--- src/rtl/dmem_io_pkg.sv ---
package dmem_io_pkg;
  typedef struct packed {
    logic ramAcc;
    logic conOut;
    logic dbgOut;
    logic haltReq;
    logic ldUnlock;
    logic ldAddr;
    logic imPush;
    logic rdTimer;
    logic rdConsole;
    logic rdIllegal;
  } ioStrobes_t;
endpackage

--- src/rtl/dmem_io_ctrl.sv ---
module dmem_io_ctrl
  import dmem_io_pkg::*;
#(
  parameter int unsigned BUS_W       = 32,
  parameter int unsigned ADDR_W      = 17,
  parameter int unsigned OFF_CONSOLE = 32'h1_0000,
  parameter int unsigned OFF_KEY     = 32'h1_FC80,
  parameter int unsigned OFF_IMADDR  = 32'h1_FC84,
  parameter int unsigned OFF_IMDATA  = 32'h1_FC88,
  parameter int unsigned OFF_TIMER   = 32'h1_FFF4,
  parameter int unsigned OFF_DEBUG   = 32'h1_FFF8,
  parameter int unsigned OFF_EXIT    = 32'h1_FFFC
) (
  input  logic             clk,
  input  logic             rst_n,
  input  logic             reqValid,
  input  logic             reqWrite,
  input  logic [BUS_W-1:0] reqAddr,
  output ioStrobes_t       strobes
);
  localparam int unsigned IO_BIT = ADDR_W - 1;

  logic [ADDR_W-1:0] offs;
  logic              isIo;
  logic [31:0]       offs32;

  assign offs   = reqAddr[ADDR_W-1:0];
  assign isIo   = offs[IO_BIT];
  assign offs32 = 32'(offs);

  always_comb begin
    strobes = '0;
    if (reqValid) begin
      if (!isIo) begin
        strobes.ramAcc = 1'b1;
      end else if (reqWrite) begin
        strobes.conOut   = (offs32 == OFF_CONSOLE);
        strobes.dbgOut   = (offs32 == OFF_DEBUG);
        strobes.haltReq  = (offs32 == OFF_EXIT);
        strobes.ldUnlock = (offs32 == OFF_KEY);
        strobes.ldAddr   = (offs32 == OFF_IMADDR);
        strobes.imPush   = (offs32 == OFF_IMDATA);
      end else begin
        strobes.rdTimer   = (offs32 == OFF_TIMER);
        strobes.rdConsole = (offs32 == OFF_CONSOLE);
        strobes.rdIllegal = !((offs32 == OFF_TIMER) || (offs32 == OFF_CONSOLE));
      end
    end
  end

  // a low-half address never reaches I/O decode
  p_low_half_ram_r1: assert property (@(posedge clk) disable iff (!rst_n)
    (reqValid && !reqAddr[IO_BIT]) |-> (strobes.ramAcc && $countones(strobes) == 1));

  // a fault is only ever raised by a read
  p_fault_only_read_r10: assert property (@(posedge clk) disable iff (!rst_n)
    strobes.rdIllegal |-> (reqValid && !reqWrite));

  // at most one target per request
  p_single_target_r1: assert property (@(posedge clk) disable iff (!rst_n)
    $onehot0(strobes));
endmodule

--- src/rtl/dmem_io_dp.sv ---
module dmem_io_dp
  import dmem_io_pkg::*;
#(
  parameter int unsigned DATA_W     = 32,
  parameter int unsigned RAM_AW     = 16,
  parameter int unsigned PRESCALE   = 100,
  parameter int unsigned IM_STEP    = 4,
  parameter logic [31:0] UNLOCK_KEY = 32'h1337_F7D1
) (
  input  logic              clk,
  input  logic              rst_n,
  input  ioStrobes_t        strobes,
  input  logic              reqWrite,
  input  logic [RAM_AW-1:0] reqAddrLow,
  input  logic [DATA_W-1:0] reqWdata,
  input  logic [DATA_W-1:0] exitValue,
  input  logic [7:0]        conInByte,
  output logic              ramReq,
  output logic              ramWrite,
  output logic [RAM_AW-1:0] ramAddr,
  output logic [DATA_W-1:0] ramWdata,
  output logic              rdValid,
  output logic [DATA_W-1:0] rdData,
  output logic              imWrEn,
  output logic [DATA_W-1:0] imWrAddr,
  output logic [DATA_W-1:0] imWrData,
  output logic              conOutValid,
  output logic [7:0]        conOutByte,
  output logic              dbgValid,
  output logic [DATA_W-1:0] dbgData,
  output logic              haltValid,
  output logic [DATA_W-1:0] haltCode,
  output logic              illegalRead
);
  localparam int unsigned PRE_W = (PRESCALE > 1) ? $clog2(PRESCALE) : 1;
  localparam logic [PRE_W-1:0] PRE_LAST = PRE_W'(PRESCALE - 1);

  logic [PRE_W-1:0]  preCnt;
  logic [DATA_W-1:0] tickCnt;
  logic              unlocked;
  logic [DATA_W-1:0] imAddrReg;
  logic              pushOk;

  assign pushOk = strobes.imPush && unlocked;

  always_ff @(posedge clk) begin
    if (!rst_n) begin
      preCnt  <= '0;
      tickCnt <= '0;
    end else if (preCnt == PRE_LAST) begin
      preCnt  <= '0;
      tickCnt <= tickCnt + 1'b1;
    end else begin
      preCnt <= preCnt + 1'b1;
    end
  end

  always_ff @(posedge clk) begin
    if (!rst_n) begin
      unlocked  <= 1'b0;
      imAddrReg <= '0;
    end else begin
      if (strobes.ldUnlock) unlocked <= (reqWdata == DATA_W'(UNLOCK_KEY));
      if (pushOk)               imAddrReg <= imAddrReg + DATA_W'(IM_STEP);
      else if (strobes.ldAddr)  imAddrReg <= reqWdata;
    end
  end

  always_ff @(posedge clk) begin
    if (!rst_n) begin
      ramReq <= 1'b0; ramWrite <= 1'b0; ramAddr <= '0; ramWdata <= '0;
      rdValid <= 1'b0; rdData <= '0;
      imWrEn <= 1'b0; imWrAddr <= '0; imWrData <= '0;
      conOutValid <= 1'b0; conOutByte <= '0;
      dbgValid <= 1'b0; dbgData <= '0;
      haltValid <= 1'b0; haltCode <= '0;
      illegalRead <= 1'b0;
    end else begin
      ramReq      <= strobes.ramAcc;
      conOutValid <= strobes.conOut;
      dbgValid    <= strobes.dbgOut;
      haltValid   <= strobes.haltReq;
      illegalRead <= strobes.rdIllegal;
      imWrEn      <= pushOk;
      rdValid     <= strobes.rdTimer || strobes.rdConsole;
      if (strobes.ramAcc) begin
        ramWrite <= reqWrite;
        ramAddr  <= reqAddrLow;
        ramWdata <= reqWdata;
      end
      if (strobes.conOut)  conOutByte <= reqWdata[7:0];
      if (strobes.dbgOut)  dbgData    <= reqWdata;
      if (strobes.haltReq) haltCode   <= exitValue;
      if (pushOk) begin
        imWrAddr <= imAddrReg;
        imWrData <= reqWdata;
      end
      if (strobes.rdTimer)        rdData <= tickCnt;
      else if (strobes.rdConsole) rdData <= DATA_W'(conInByte);
    end
  end

  // an accepted window word advances the held address by the step
  p_addr_step_r6: assert property (@(posedge clk) disable iff (!rst_n)
    (strobes.imPush && unlocked) |=> (imAddrReg == $past(imAddrReg) + DATA_W'(IM_STEP)));

  // a code-memory write is only seen after an unlocked cycle
  p_locked_silent_r7: assert property (@(posedge clk) disable iff (!rst_n)
    imWrEn |-> $past(unlocked));

  // the tick count only ever moves by one
  p_tick_unit_r8: assert property (@(posedge clk) disable iff (!rst_n)
    (tickCnt != $past(tickCnt)) |-> (tickCnt == $past(tickCnt) + 1'b1));

  // prescaler stays in range
  p_pre_range_r8: assert property (@(posedge clk) disable iff (!rst_n)
    preCnt <= PRE_LAST);
endmodule

--- src/rtl/dmem_io_decoder.sv ---
module dmem_io_decoder
  import dmem_io_pkg::*;
#(
  parameter int unsigned BUS_W      = 32,
  parameter int unsigned ADDR_W     = 17,
  parameter int unsigned DATA_W     = 32,
  parameter int unsigned PRESCALE   = 100,
  parameter logic [31:0] UNLOCK_KEY = 32'h1337_F7D1
) (
  input  logic              clk,
  input  logic              rst_n,
  input  logic              reqValid,
  input  logic              reqWrite,
  input  logic [BUS_W-1:0]  reqAddr,
  input  logic [DATA_W-1:0] reqWdata,
  input  logic [DATA_W-1:0] exitValue,
  input  logic [7:0]        conInByte,
  output logic              ramReq,
  output logic              ramWrite,
  output logic [ADDR_W-2:0] ramAddr,
  output logic [DATA_W-1:0] ramWdata,
  output logic              rdValid,
  output logic [DATA_W-1:0] rdData,
  output logic              imWrEn,
  output logic [DATA_W-1:0] imWrAddr,
  output logic [DATA_W-1:0] imWrData,
  output logic              conOutValid,
  output logic [7:0]        conOutByte,
  output logic              dbgValid,
  output logic [DATA_W-1:0] dbgData,
  output logic              haltValid,
  output logic [DATA_W-1:0] haltCode,
  output logic              illegalRead
);
  localparam int unsigned RAM_AW = ADDR_W - 1;

  ioStrobes_t strobes;

  dmem_io_ctrl #(.BUS_W(BUS_W), .ADDR_W(ADDR_W)) ctrl_i (
    .clk(clk), .rst_n(rst_n), .reqValid(reqValid), .reqWrite(reqWrite),
    .reqAddr(reqAddr), .strobes(strobes)
  );

  dmem_io_dp #(.DATA_W(DATA_W), .RAM_AW(RAM_AW), .PRESCALE(PRESCALE),
               .UNLOCK_KEY(UNLOCK_KEY)) dp_i (
    .clk(clk), .rst_n(rst_n), .strobes(strobes), .reqWrite(reqWrite),
    .reqAddrLow(reqAddr[RAM_AW-1:0]), .reqWdata(reqWdata),
    .exitValue(exitValue), .conInByte(conInByte),
    .ramReq(ramReq), .ramWrite(ramWrite), .ramAddr(ramAddr), .ramWdata(ramWdata),
    .rdValid(rdValid), .rdData(rdData),
    .imWrEn(imWrEn), .imWrAddr(imWrAddr), .imWrData(imWrData),
    .conOutValid(conOutValid), .conOutByte(conOutByte),
    .dbgValid(dbgValid), .dbgData(dbgData),
    .haltValid(haltValid), .haltCode(haltCode),
    .illegalRead(illegalRead)
  );
endmodule

--- config.mk ---
export PLATFORM = sky130hd
export DESIGN_NAME = dmem_io_decoder
export DESIGN_NICKNAME = d
export VERILOG_FILES = /design/src/rtl/dmem_io_pkg.sv /design/src/rtl/dmem_io_ctrl.sv /design/src/rtl/dmem_io_dp.sv /design/src/rtl/dmem_io_decoder.sv
export SDC_FILE = /design/constraint.sdc
export NUM_CORES = 1
export LEC_CHECK = 0
export ABC_CLOCK_PERIOD_IN_PS = 3800
export BUFFER_PORTS_ARGS = -buffer_cell sky130_fd_sc_hd__buf_2
export CORE_ASPECT_RATIO = 1.2
export CORE_MARGIN = 4
export CORE_UTILIZATION = 48
export DETAILED_ROUTE_END_ITERATION = 16
export PLACE_DENSITY = 0.76
export REMOVE_ABC_BUFFERS = 1
export SLEW_MARGIN = 25
export SYNTH_ARGS = -nofsm -noshare
export SYNTH_HDL_FRONTEND = slang
export SYNTH_HIERARCHICAL = 1
export SYNTH_SLANG_ARGS = --single-unit
--- constraint.sdc ---
create_clock -name clk -period 3.8 [get_ports clk]
set_clock_uncertainty 0.15 [all_clocks]
set_input_delay 0.57 -clock clk [delete_from_list [all_inputs] [get_ports clk]]
set_output_delay 0.57 -clock clk [all_outputs]
set_load 0.02 [all_outputs]
# Word-level counts from Yosys, hierarchy flattened
# Index checks and enable logic that the tools add are counted.
dict set report word_totals {
  reg_bits 296
  inputBits 108
  output_inout_bits 224
  elab_cells 52
}
dict set report op_classes {
  add_sub_neg 3
  eq_ne 9
  muxes 9
  n_bitwise 3
  reduce_logical 8
}
# cell count
set op_table {}
lappend op_table {{$mux W32} 4}
lappend op_table {{$eq A17 B17 Y1 const B} 7}
lappend op_table {{$add A32 B1 Y32 const B} 1}
lappend op_table {{$add A32 B3 Y32 const B} 1}
lappend op_table {{$eq A32 B29 Y1 const B} 1}
lappend op_table {{$mux W10} 1}
lappend op_table {{$mux W9} 1}
lappend op_table {{$add A7 B1 Y7 const B} 1}
lappend op_table {{$eq A7 B7 Y1 const B} 1}
lappend op_table {{$mux W6} 1}
lappend op_table {{$reduce_bool A2 Y1} 2}
lappend op_table {{$reduce_or A4 Y1} 1}
lappend op_table {{$mux W3} 1}
lappend op_table {{$not A1 Y1} 3}
lappend op_table {{$logic_or A1 B1 Y1} 2}
lappend op_table {{$reduce_or A2 Y1} 1}
lappend op_table {{$logic_and A1 B1 Y1} 1}
lappend op_table {{$logic_not A1 Y1} 1}
lappend op_table {{$mux W1} 1}

# Logic depth before layout (Yosys ltp)
# Gate-level depths: netlist of the first run.
dict set report depth {
  word_depth 8
  depth_mapped 11
  mapped_depth_nobuf 9
}

# By module
# Netlist of the first run, hierarchy kept.
# module n_inst cells_per_inst area_each_um2 seq_area_each_um2
set by_module_without_submodules {}
lappend by_module_without_submodules {dmem_io_dp 1 1296 11516.0 5925.7}
lappend by_module_without_submodules {dmem_io_ctrl 1 32 190.2 0.0}

# Worst setup path before layout of the first run
# OpenSTA, ideal clock, no wires.
dict set report synth_path {
  path_type {input-to-reg}
  startpoint {input reqAddr[5]}
  endpoint {register dp_i.imAddrReg[23]}
  setup_time_ns 0.120
  t_arrival_ns 2.839
  setup_slack_ns 0.691
  cell_stages 10
  n_path_buf 1
  path_cell_list {or4_4 > nor2_4 > nand4_2 > nor3b_1 > and2_1 > clkbuf_1 > nand3_1 > nor3_1 > a41oi_1 > o31a_1}
}
# item line_no
set synth_rtl {}
lappend synth_rtl {{from (decl)} dmem_io_decoder.sv:14} ;# input logic [BUS_W-1:0] reqAddr,
lappend synth_rtl {{to (signal assigned)} dmem_io_dp.sv:64} ;# if (pushOk) imAddrReg <= imAddrReg + DATA_W'(IM_STEP);
lappend synth_rtl {{to (signal assigned)} dmem_io_dp.sv:65} ;# else if (strobes.ldAddr) imAddrReg <= reqWdata;
lappend synth_rtl {{to (decl)} dmem_io_dp.sv:41} ;# logic [DATA_W-1:0] imAddrReg;

==> results of run 1 <==
[critical path, cell delays in order]
cell and delay (ps):
buf_2 120, or4_4 540, nor2_4 110, nand4_2 140, nor3b_1 300, buf_4 190, nand2_4 60, buf_4 220
nor4_1 370, buf_4 190, mux2_2 320, a21oi_1 140
[sequential cells by signal, summed over array words and instances, names as in the netlist, 7 cells and up]
signal           cells
dp_i/rdData         32
dp_i/imWrAddr       32
dp_i/conOutByte      8
dp_i/tickCnt        32
dp_i/haltCode       32
dp_i/imAddrReg      32
dp_i/preCnt          7
dp_i/dbgData        32
dp_i/ramWdata       32
dp_i/ramAddr        16
dp_i/imWrData       32
[area by class of cell]
| cell class | count | area share |
|---|---|---|
| antenna | 1 | 0.000172 |
| clock buffer | 40 | 0.0556 |
| clock inverter | 12 | 0.00930 |
| inverter | 11 | 0.00336 |
| multi-input combinational | 929 | 0.374 |
| sequential | 296 | 0.408 |
| tap | 320 | 0.0276 |
| timing repair buffer | 340 | 0.122 |
[logic make-up after synthesis]
| kind of cell | share of synthesized area |
|---|---|
| adder cells (fa/ha/maj) | 0.00321 |
| flip-flops | 0.506 |
| XOR/XNOR | 0.0262 |
| multiplexers | 0.114 |
| AO/OA/AOI/OAI | 0.0873 |
| AND/OR/NAND/NOR | 0.230 |
| buffers and inverters | 0.0333 |
[cells in the mapped netlist, drive strengths merged (4+ instances only)]
| cell | count | area, µm² |
|---|---|---|
| a211oi | 4 | 30.0 |
| a21oi | 126 | 631 |
| a31oi | 8 | 50.1 |
| and2 | 11 | 68.8 |
| and3 | 14 | 93.8 |
| and4 | 11 | 100 |
| buf | 16 | 63.8 |
| clkbuf | 76 | 285 |
| dfxtp | 296 | 5930 |
| inv | 11 | 41.3 |
| mux2i | 130 | 1300 |
| nand2 | 174 | 663 |
| nand3 | 28 | 145 |
| nand4 | 22 | 150 |
| nor2 | 222 | 841 |
| nor3 | 23 | 115 |
| nor3b | 27 | 203 |
| nor4 | 18 | 113 |
| o21a | 4 | 30.0 |
| o21ai | 19 | 95.1 |
| or3 | 9 | 56.3 |
| xnor2 | 27 | 236 |
| xor2 | 8 | 70.1 |
[power breakdown]
part	switching [mW]	internal, mW
logic	0.187	0.0968
clock network	1.17	1.68
registers	0.0150	3.13
total	1.37	4.91
[stage by stage]
step	area, µm²	cells	total power [mW]
finish	14500	1949	6.28
global route	14500	1949	6.49
CTS	14500	1948	6.35
detailed placement	13600	1896	3.50
global placement	13600	1896	3.49
floorplan	11400	1236	3.35
[how the worst min path moves through the flow]
stage,start,slack (ps),end
3_5_place_dp,dp_i/preCnt[0],290,dp_i/preCnt[0]
3_3_place_gp,dp_i/preCnt[0],280,dp_i/preCnt[0]
6_report,exitValue[13],120,dp_i/haltCode[13]
5_1_grt,exitValue[26],110,dp_i/haltCode[26]
2_1_floorplan,dp_i/preCnt[0],260,dp_i/preCnt[0]
4_1_cts,exitValue[0],90,dp_i/haltCode[0]
[per-layer routing]
metal | wire (µm) | global-route usage | vias to the layer above | share of wire
met5 | 0 | 0 | - | 0
met4 | 837 | 0.0732 | 0 | 0.026
met3 | 2300 | 0.0501 | 68 | 0.071
met2 | 16000 | 0.394 | 333 | 0.49
met1 | 13400 | 0.292 | 4881 | 0.41
li1 | - | - | 5100 | -
==> flow_summary.ini, run 1 <==
[timing]
fin_tns_setup_ps = 0
timing.final.crit_share = 0.776
slew_viol_final = 0
report.final.hold_viol_count = 0
setup_slack_ps = 852
rsz0062_at_grt = false
timing.hold.ws_ps = 118
period_minus_slack_ps = 2950
fmax_mhz = 339
max-slew-margin-rel = 0.419
setup_violations = 0
tightest_slew_ps = 868

[route]
drtIter0Drc = 533
wire_per_inst_um = 16.7
viasPerCell = 5.33
drt_wl_total_um = 32500
vias = 10400
dr.pass1.iters = 5
drc = 0
detail-route-antenna-nets = 0

[setup_path]
reg2regPathDepth = 5
worstSetupStartpoint = reqAddr[5]
required_ps = 4120
endpoint = dp_i/imAddrReg[16]
critPathKind = in2reg
worstReg2RegEnd = dp_i/tickCnt[30]
timing.rr.start = dp_i/preCnt[3]
critPathCaptureType = register
ff2ff_setup_slack_ps = 1300
critPathMaxFanout = 25
startpoint_type = input port
crit_arrival_ps = 3270

[grt]
overflow = 0
grt_pass1_vias = 9859
grt_max_degree = 142
antenna_found_initial = 1
grt_usage = 0.231
grt_pass1_wl_um = 51300

[synthesis]
synth-async-reset-ratio = 0
synth_ff_type = dfxtp_1
synth-edff-count = 0
ys_types = 59
synthesis.area_um2 = 11700
avgSynthCellArea_um2 = 8.81
ys_seq_area_frac = 0.506
ys_seq_elements = 296
ys.warnings.count = 6
synthCells = 1328

[cts]
hold_buffers = 0
cts_tree = done
clock_latency_ps = 540
post_cts_buffers = 0
cts-root-buf = clkbuf_16
clock_sinks = 296
cts_buffers = 28
clk_pin_slew_ps = 60
cts_max_level = 1
ctsResizeCount = 0
clockBufferDepth = 3

[finish]
fin_nets = 1717
utilization = 0.606
area_growth_pct = 24.1
multi_input_area_um2 = 5430
final_cell_mix = 316 x buf_2, 296 x dfxtp_1, 217 x nor2_1
drive_gt1_frac = 0.251
fillCellCount = 2069
layout_commonest_cell = buf_2
regArea_um2 = 5930

[floorplan]
die-area_um2 = 27000
die_h_um = 179
die_x_um = 151
rows = 62
coreArea_um2 = 24000
ios = 332
start_util = 0.488

[placement]
numPortBuffers = 316
place_ws_ps = 277
gp_congestion = 0.827
dp_hpwl_um = 22800

[flow_run]
maxCapViolCount = 0

[power]
powerDensity_nw_per_um2 = 432
p_leak_nw = 6.02
ir_worst_vdd_mv = 0.323

[outcome]
status = complete, no violations

[worst_hold_path]
hp-class = in2reg
hold_depth = 3
No activity file was read; power rests on OpenSTA's default activity.
==> run 2, diff against run 1 <==
ABC_CLOCK_PERIOD_IN_PS = 3100   (was 3800)
clock period = 3.1 ns   (was 3.8 ns; I/O delays follow)
==> run 2 against run 1 <==
Core utilization up 2.1 points. Non-clock buffer count up 39. Global-route usage up 0.41 points. Cell count up 2.2%. Hold slack worse by 100 ps. Combinational power up 33%. Via count up 2.4%. Critical path type unchanged. Critical path depth down 2. Largest power group unchanged.
==> flow_summary.ini, run 2 (synthesis gave the netlist of run 1 again) <==
[setup_path]
critPathMaxFanout = 5
crit_arrival_ps = 2980
endpoint = dp_i/imAddrReg[26]
worstReg2RegEnd = dp_i/imAddrReg[26]
startpoint_type = input port
critPathCaptureType = register
worstSetupStartpoint = reqAddr[5]
ff2ff_setup_slack_ps = 690
timing.rr.start = dp_i/imAddrReg[2]
critPathKind = in2reg
reg2regPathDepth = 6
required_ps = 3430

[power]
p_leak_nw = 6.23
powerDensity_nw_per_um2 = 528
ir_worst_vdd_mv = 0.492

[outcome]
status = complete, no violations

[route]
detail-route-antenna-nets = 0
viasPerCell = 5.34
drc = 0
vias = 10600
dr.pass1.iters = 5
drtIter0Drc = 461
wire_per_inst_um = 16.7
drt_wl_total_um = 33200

[timing]
rsz0062_at_grt = false
max-slew-margin-rel = 0.533
tightest_slew_ps = 699
fmax_mhz = 377
period_minus_slack_ps = 2650
timing.final.crit_share = 0.856
slew_viol_final = 0
setup_violations = 0
setup_slack_ps = 447
report.final.hold_viol_count = 0

[cts]
clk_pin_slew_ps = 70
clock_sinks = 296
cts_max_level = 1
cts_tree = done
post_cts_buffers = 0
cts_buffers = 29
clock_latency_ps = 550
hold_buffers = 19
clockBufferDepth = 3
cts-root-buf = clkbuf_16
ctsResizeCount = 0

[grt]
grt_usage = 0.235
grt_pass1_wl_um = 51700
overflow = 0
grt_max_degree = 92
antenna_found_initial = 2
grt_pass1_vias = 9975

[finish]
instances_no_fill = 1991
final_cell_mix = 316 x buf_2, 296 x dfxtp_1, 217 x nor2_1
layout_commonest_cell = buf_2
area_growth_pct = 28.4
multi_input_area_um2 = 5430
drive_gt1_frac = 0.260
finalInstanceArea_um2 = 15000
regArea_um2 = 5930
fillCellCount = 1985
fin_nets = 1757

[placement]
numPortBuffers = 316
place_area_um2 = 13800
place_ws_ps = -130
dp_hpwl_um = 23100
dp.cells = 1916
gp_congestion = 0.851

[flow_run]
maxCapViolCount = 0

[floorplan]
coreArea_um2 = 24000
start_util = 0.488
die_h_um = 179
rows = 62
die_x_um = 151
die-area_um2 = 27000
ios = 332

[worst_hold_path]
hp-class = in2reg
hold_depth = 3
==> run 2: changes by cell type in the layout (fill, tap and decap cells not counted), moves of 3 or more <==
cell	before	now
clkinvlp_4	0	4
buf_4	23	36
clkbuf_1	7	4
dlygate4sd3_1	0	19
clkinv_2	9	5
buf_12	1	8
==> run 2: worst max-delay path, stage by stage <==
cell and delay, ps:
buf_2 110, or4_4 550, nor2_4 110, nand4_2 120, nor3b_1 240, buf_4 170, nand2_4 50, or4_1 620
or3_1 390, a31oi_1 160
==> run 2: area by class of cell <==
type	instances	area share
diodes	3	0.000500
clock buffers	35	0.0511
clock inverters	18	0.0160
inverters	11	0.00325
multi-input cells	929	0.362
flip-flops and latches	296	0.394
well taps	320	0.0266
repair buffers	379	0.147
==> run 2: per-layer routing <==
| layer | track usage | share of wire |
|---|---|---|
| met5 | 0 | 0 |
| met4 | 0.0934 | 0.042 |
| met3 | 0.0450 | 0.072 |
| met2 | 0.408 | 0.49 |
| met1 | 0.288 | 0.40 |
==> run 2: through the flow <==
stage                     utilization  power, mW  setup TNS (ps)  hold slack, ps
after floorplan                     -       4.10         -174180             263
after global placement          0.577       4.29            -302             279
after detailed placement        0.577       4.30            -544             290
after CTS                       0.627       8.00               0           0.985
after global routing            0.627       8.19               0            8.40
final                           0.627       7.94               0            15.6
==> run 2: how the worst min path moves through the flow <==
stage | end | slack, ps | startpoint
global placement | dp_i/preCnt[0] | 280 | dp_i/preCnt[0]
CTS | dp_i/haltCode[31] | 1 | exitValue[31]
floorplan | dp_i/preCnt[0] | 260 | dp_i/preCnt[0]
detailed placement | dp_i/preCnt[0] | 290 | dp_i/preCnt[0]
global route | dp_i/haltCode[26] | 8 | exitValue[26]
finish | dp_i/haltCode[26] | 20 | exitValue[26]
==> run 2: power breakdown <==
part	switching, mW	leakage (nW)	internal, mW
combinational	0.236	3.35	0.140
sequential	0.0184	2.39	3.84
clock	1.51	0.485	2.19
total	1.77	6.23	6.17
==> run 3, diff against run 2 <==
==> constraint.sdc (replaced) <==
create_clock -name clk -period 3.1 [get_ports clk]
set_clock_uncertainty 0.15 [all_clocks]
set_input_delay 0.31 -clock clk [delete_from_list [all_inputs] [get_ports clk]]
set_output_delay 0.31 -clock clk [all_outputs]
set_load 0.02 [all_outputs]
==> run 3 against run 2 <==
Combinational power grew 19%. Register-to-register slack lost 20 ps. Count of clock-buffer cells in the layout grew 5. Maximum frequency is 9.0% lower. Clock power is 6.5% lower. Sequential share of layout area fell by 1.4 points. Non-clock buffer count is 58 higher. Flip-flop and latch count unchanged. Cell count increased by 2.7%. First-iteration DRC count grew 52%. Die area is the same. Hold slack better by 64 ps. Largest cell class unchanged.
==> flow_summary.ini, run 3 (synthesis gave the netlist of run 1 again) <==
[cts]
cts_max_level = 1
clk_pin_slew_ps = 60
clock_sinks = 296
cts-root-buf = clkbuf_16
clockBufferDepth = 3
clock_latency_ps = 550
cts_tree = done
cts_buffers = 29

[finish]
regArea_um2 = 5930
fin_nets = 1815
layout_commonest_cell = buf_2
multi_input_area_um2 = 5440
final_cell_mix = 316 x buf_2, 296 x dfxtp_1, 216 x nor2_1
instances_no_fill = 2045
fillCellCount = 1939
area_growth_pct = 33.0
drive_gt1_frac = 0.244

[route]
wire_per_inst_um = 17.1
drt_wl_total_um = 35000
drc = 0
detail-route-antenna-nets = 0
viasPerCell = 5.37
dr.pass1.iters = 7
vias = 11000
drtIter0Drc = 702

[power]
powerDensity_nw_per_um2 = 499
seq_power_share = 0.497
switching_share = 0.223
p_leak_nw = 6.43
ir_worst_vdd_mv = 0.439
power_switching_mw = 1.73
pwr-share-clk = 0.445
comb_power_share = 0.058
intPower_mw = 6.03

[flow_run]
maxCapViolCount = 0

[floorplan]
rows = 62
coreArea_um2 = 24000
start_util = 0.488
die_x_um = 151
die-area_um2 = 27000
die_h_um = 179
ios = 332

[setup_path]
critPathCaptureType = register
required_ps = 3420
crit_arrival_ps = 3230
critPathKind = in2reg
critPathMaxFanout = 5
startpoint_type = input port

[grt]
overflow = 0
grt_max_degree = 107
antenna_found_initial = 1
grt_pass1_wl_um = 55900
grt_pass1_vias = 10900
grt_usage = 0.253

[placement]
dp_hpwl_um = 22800
numPortBuffers = 316
gp_congestion = 0.857
dp.cells = 1904

[timing]
max-slew-margin-rel = 0.570
setup_violations = 0
timing.hold.ws_ps = 79.2
slew_viol_final = 0
period_minus_slack_ps = 2920
rsz0062_at_grt = false
fmax_mhz = 343
timing.final.crit_share = 0.941
tightest_slew_ps = 646
report.final.hold_viol_count = 0

[worst_hold_path]
hp-class = in2reg

[outcome]
status = complete, no violations
-- run 3: cell types whose count changed in the layout (fill, tap and decap cells not counted), moves of 2 or more --
cell | before | now
clkbuf_1 | 4 | 6
clkinv_4 | 2 | 0
buf_4 | 36 | 24
clkbuf_8 | 2 | 5
bufinv_16 | 5 | 2
dlygate4sd3_1 | 19 | 89
diode_2 | 3 | 1
-- run 3: what timing repair did --
item / 4_1_cts / 5_1_grt
setup endpoints to repair: 0 / 9
gates resized for setup: 0 / 3
buffers inserted: 0 / 0
endpoints found under the hold margin: 170 / 0
hold buffers: 89 / 0
-- run 3: final timing paths --
check,depth (start not counted),end,slack (ps),from
worst max register to register,5,dp_i/tickCnt[23],670,dp_i/preCnt[3]
worst max-delay path,11,dp_i/imAddrReg[26],180,reqAddr[9]
worst min-delay path,4,dp_i/conOutValid,80,reqValid
worst min register to register,1,dp_i/preCnt[0],300,dp_i/preCnt[0]
-- run 3: worst max-delay path: stages --
cell,delay [ps]
dlygate4sd3_1,540
buf_2,140
or4_4,430
nor2_4,110
nand4_2,150
nor3b_2,230
buf_4,160
nand2_4,70
or4_4,570
or3_1,370
a31oi_1,170
-- run 3: power groups by stage --
stage               clock network (mW)  logic [mW]  registers [mW]
floorplan                            0       0.126            3.98
global placement                     0       0.348            3.94
detailed placement                   0       0.353            3.94
CTS                               3.54       0.443            3.86
global route                      3.67       0.484            3.86
finish                            3.46       0.449            3.86
-- run 3: layout make-up --
cell class | instances | area share
clock inverters | 11 | 0.00747
clock buffers | 40 | 0.0525
well taps | 320 | 0.0257
inverters | 11 | 0.00313
multi-input cells | 929 | 0.350
repair buffers | 437 | 0.181
flip-flops and latches | 296 | 0.381
diodes | 1 | 0.000161
-- run 3: metal layers --
layer | part of all wire | routed length [µm] | track usage
met4 | 0.046 | 1620 | 0.116
met5 | 0 | 0 | 0
met1 | 0.39 | 13600 | 0.305
met3 | 0.073 | 2550 | 0.0506
met2 | 0.49 | 17200 | 0.434
-- run 3: through the flow --
| stage | TNS (ps) | total power, mW | worst slack, ps | utilization | area (µm²) |
|---|---|---|---|---|---|
| 2_1_floorplan | -136200 | 4.10 | -1150 | - | 11400 |
| 3_3_place_gp | -229 | 4.29 | -70.1 | 0.573 | 13700 |
| 3_5_place_dp | -353 | 4.29 | -110 | 0.573 | 13700 |
| 4_1_cts | 0 | 7.84 | 11.1 | 0.649 | 15600 |
| 5_1_grt | 0 | 8.01 | 59.3 | 0.649 | 15600 |
| 6_report | 0 | 7.76 | 184 | 0.649 | 15600 |
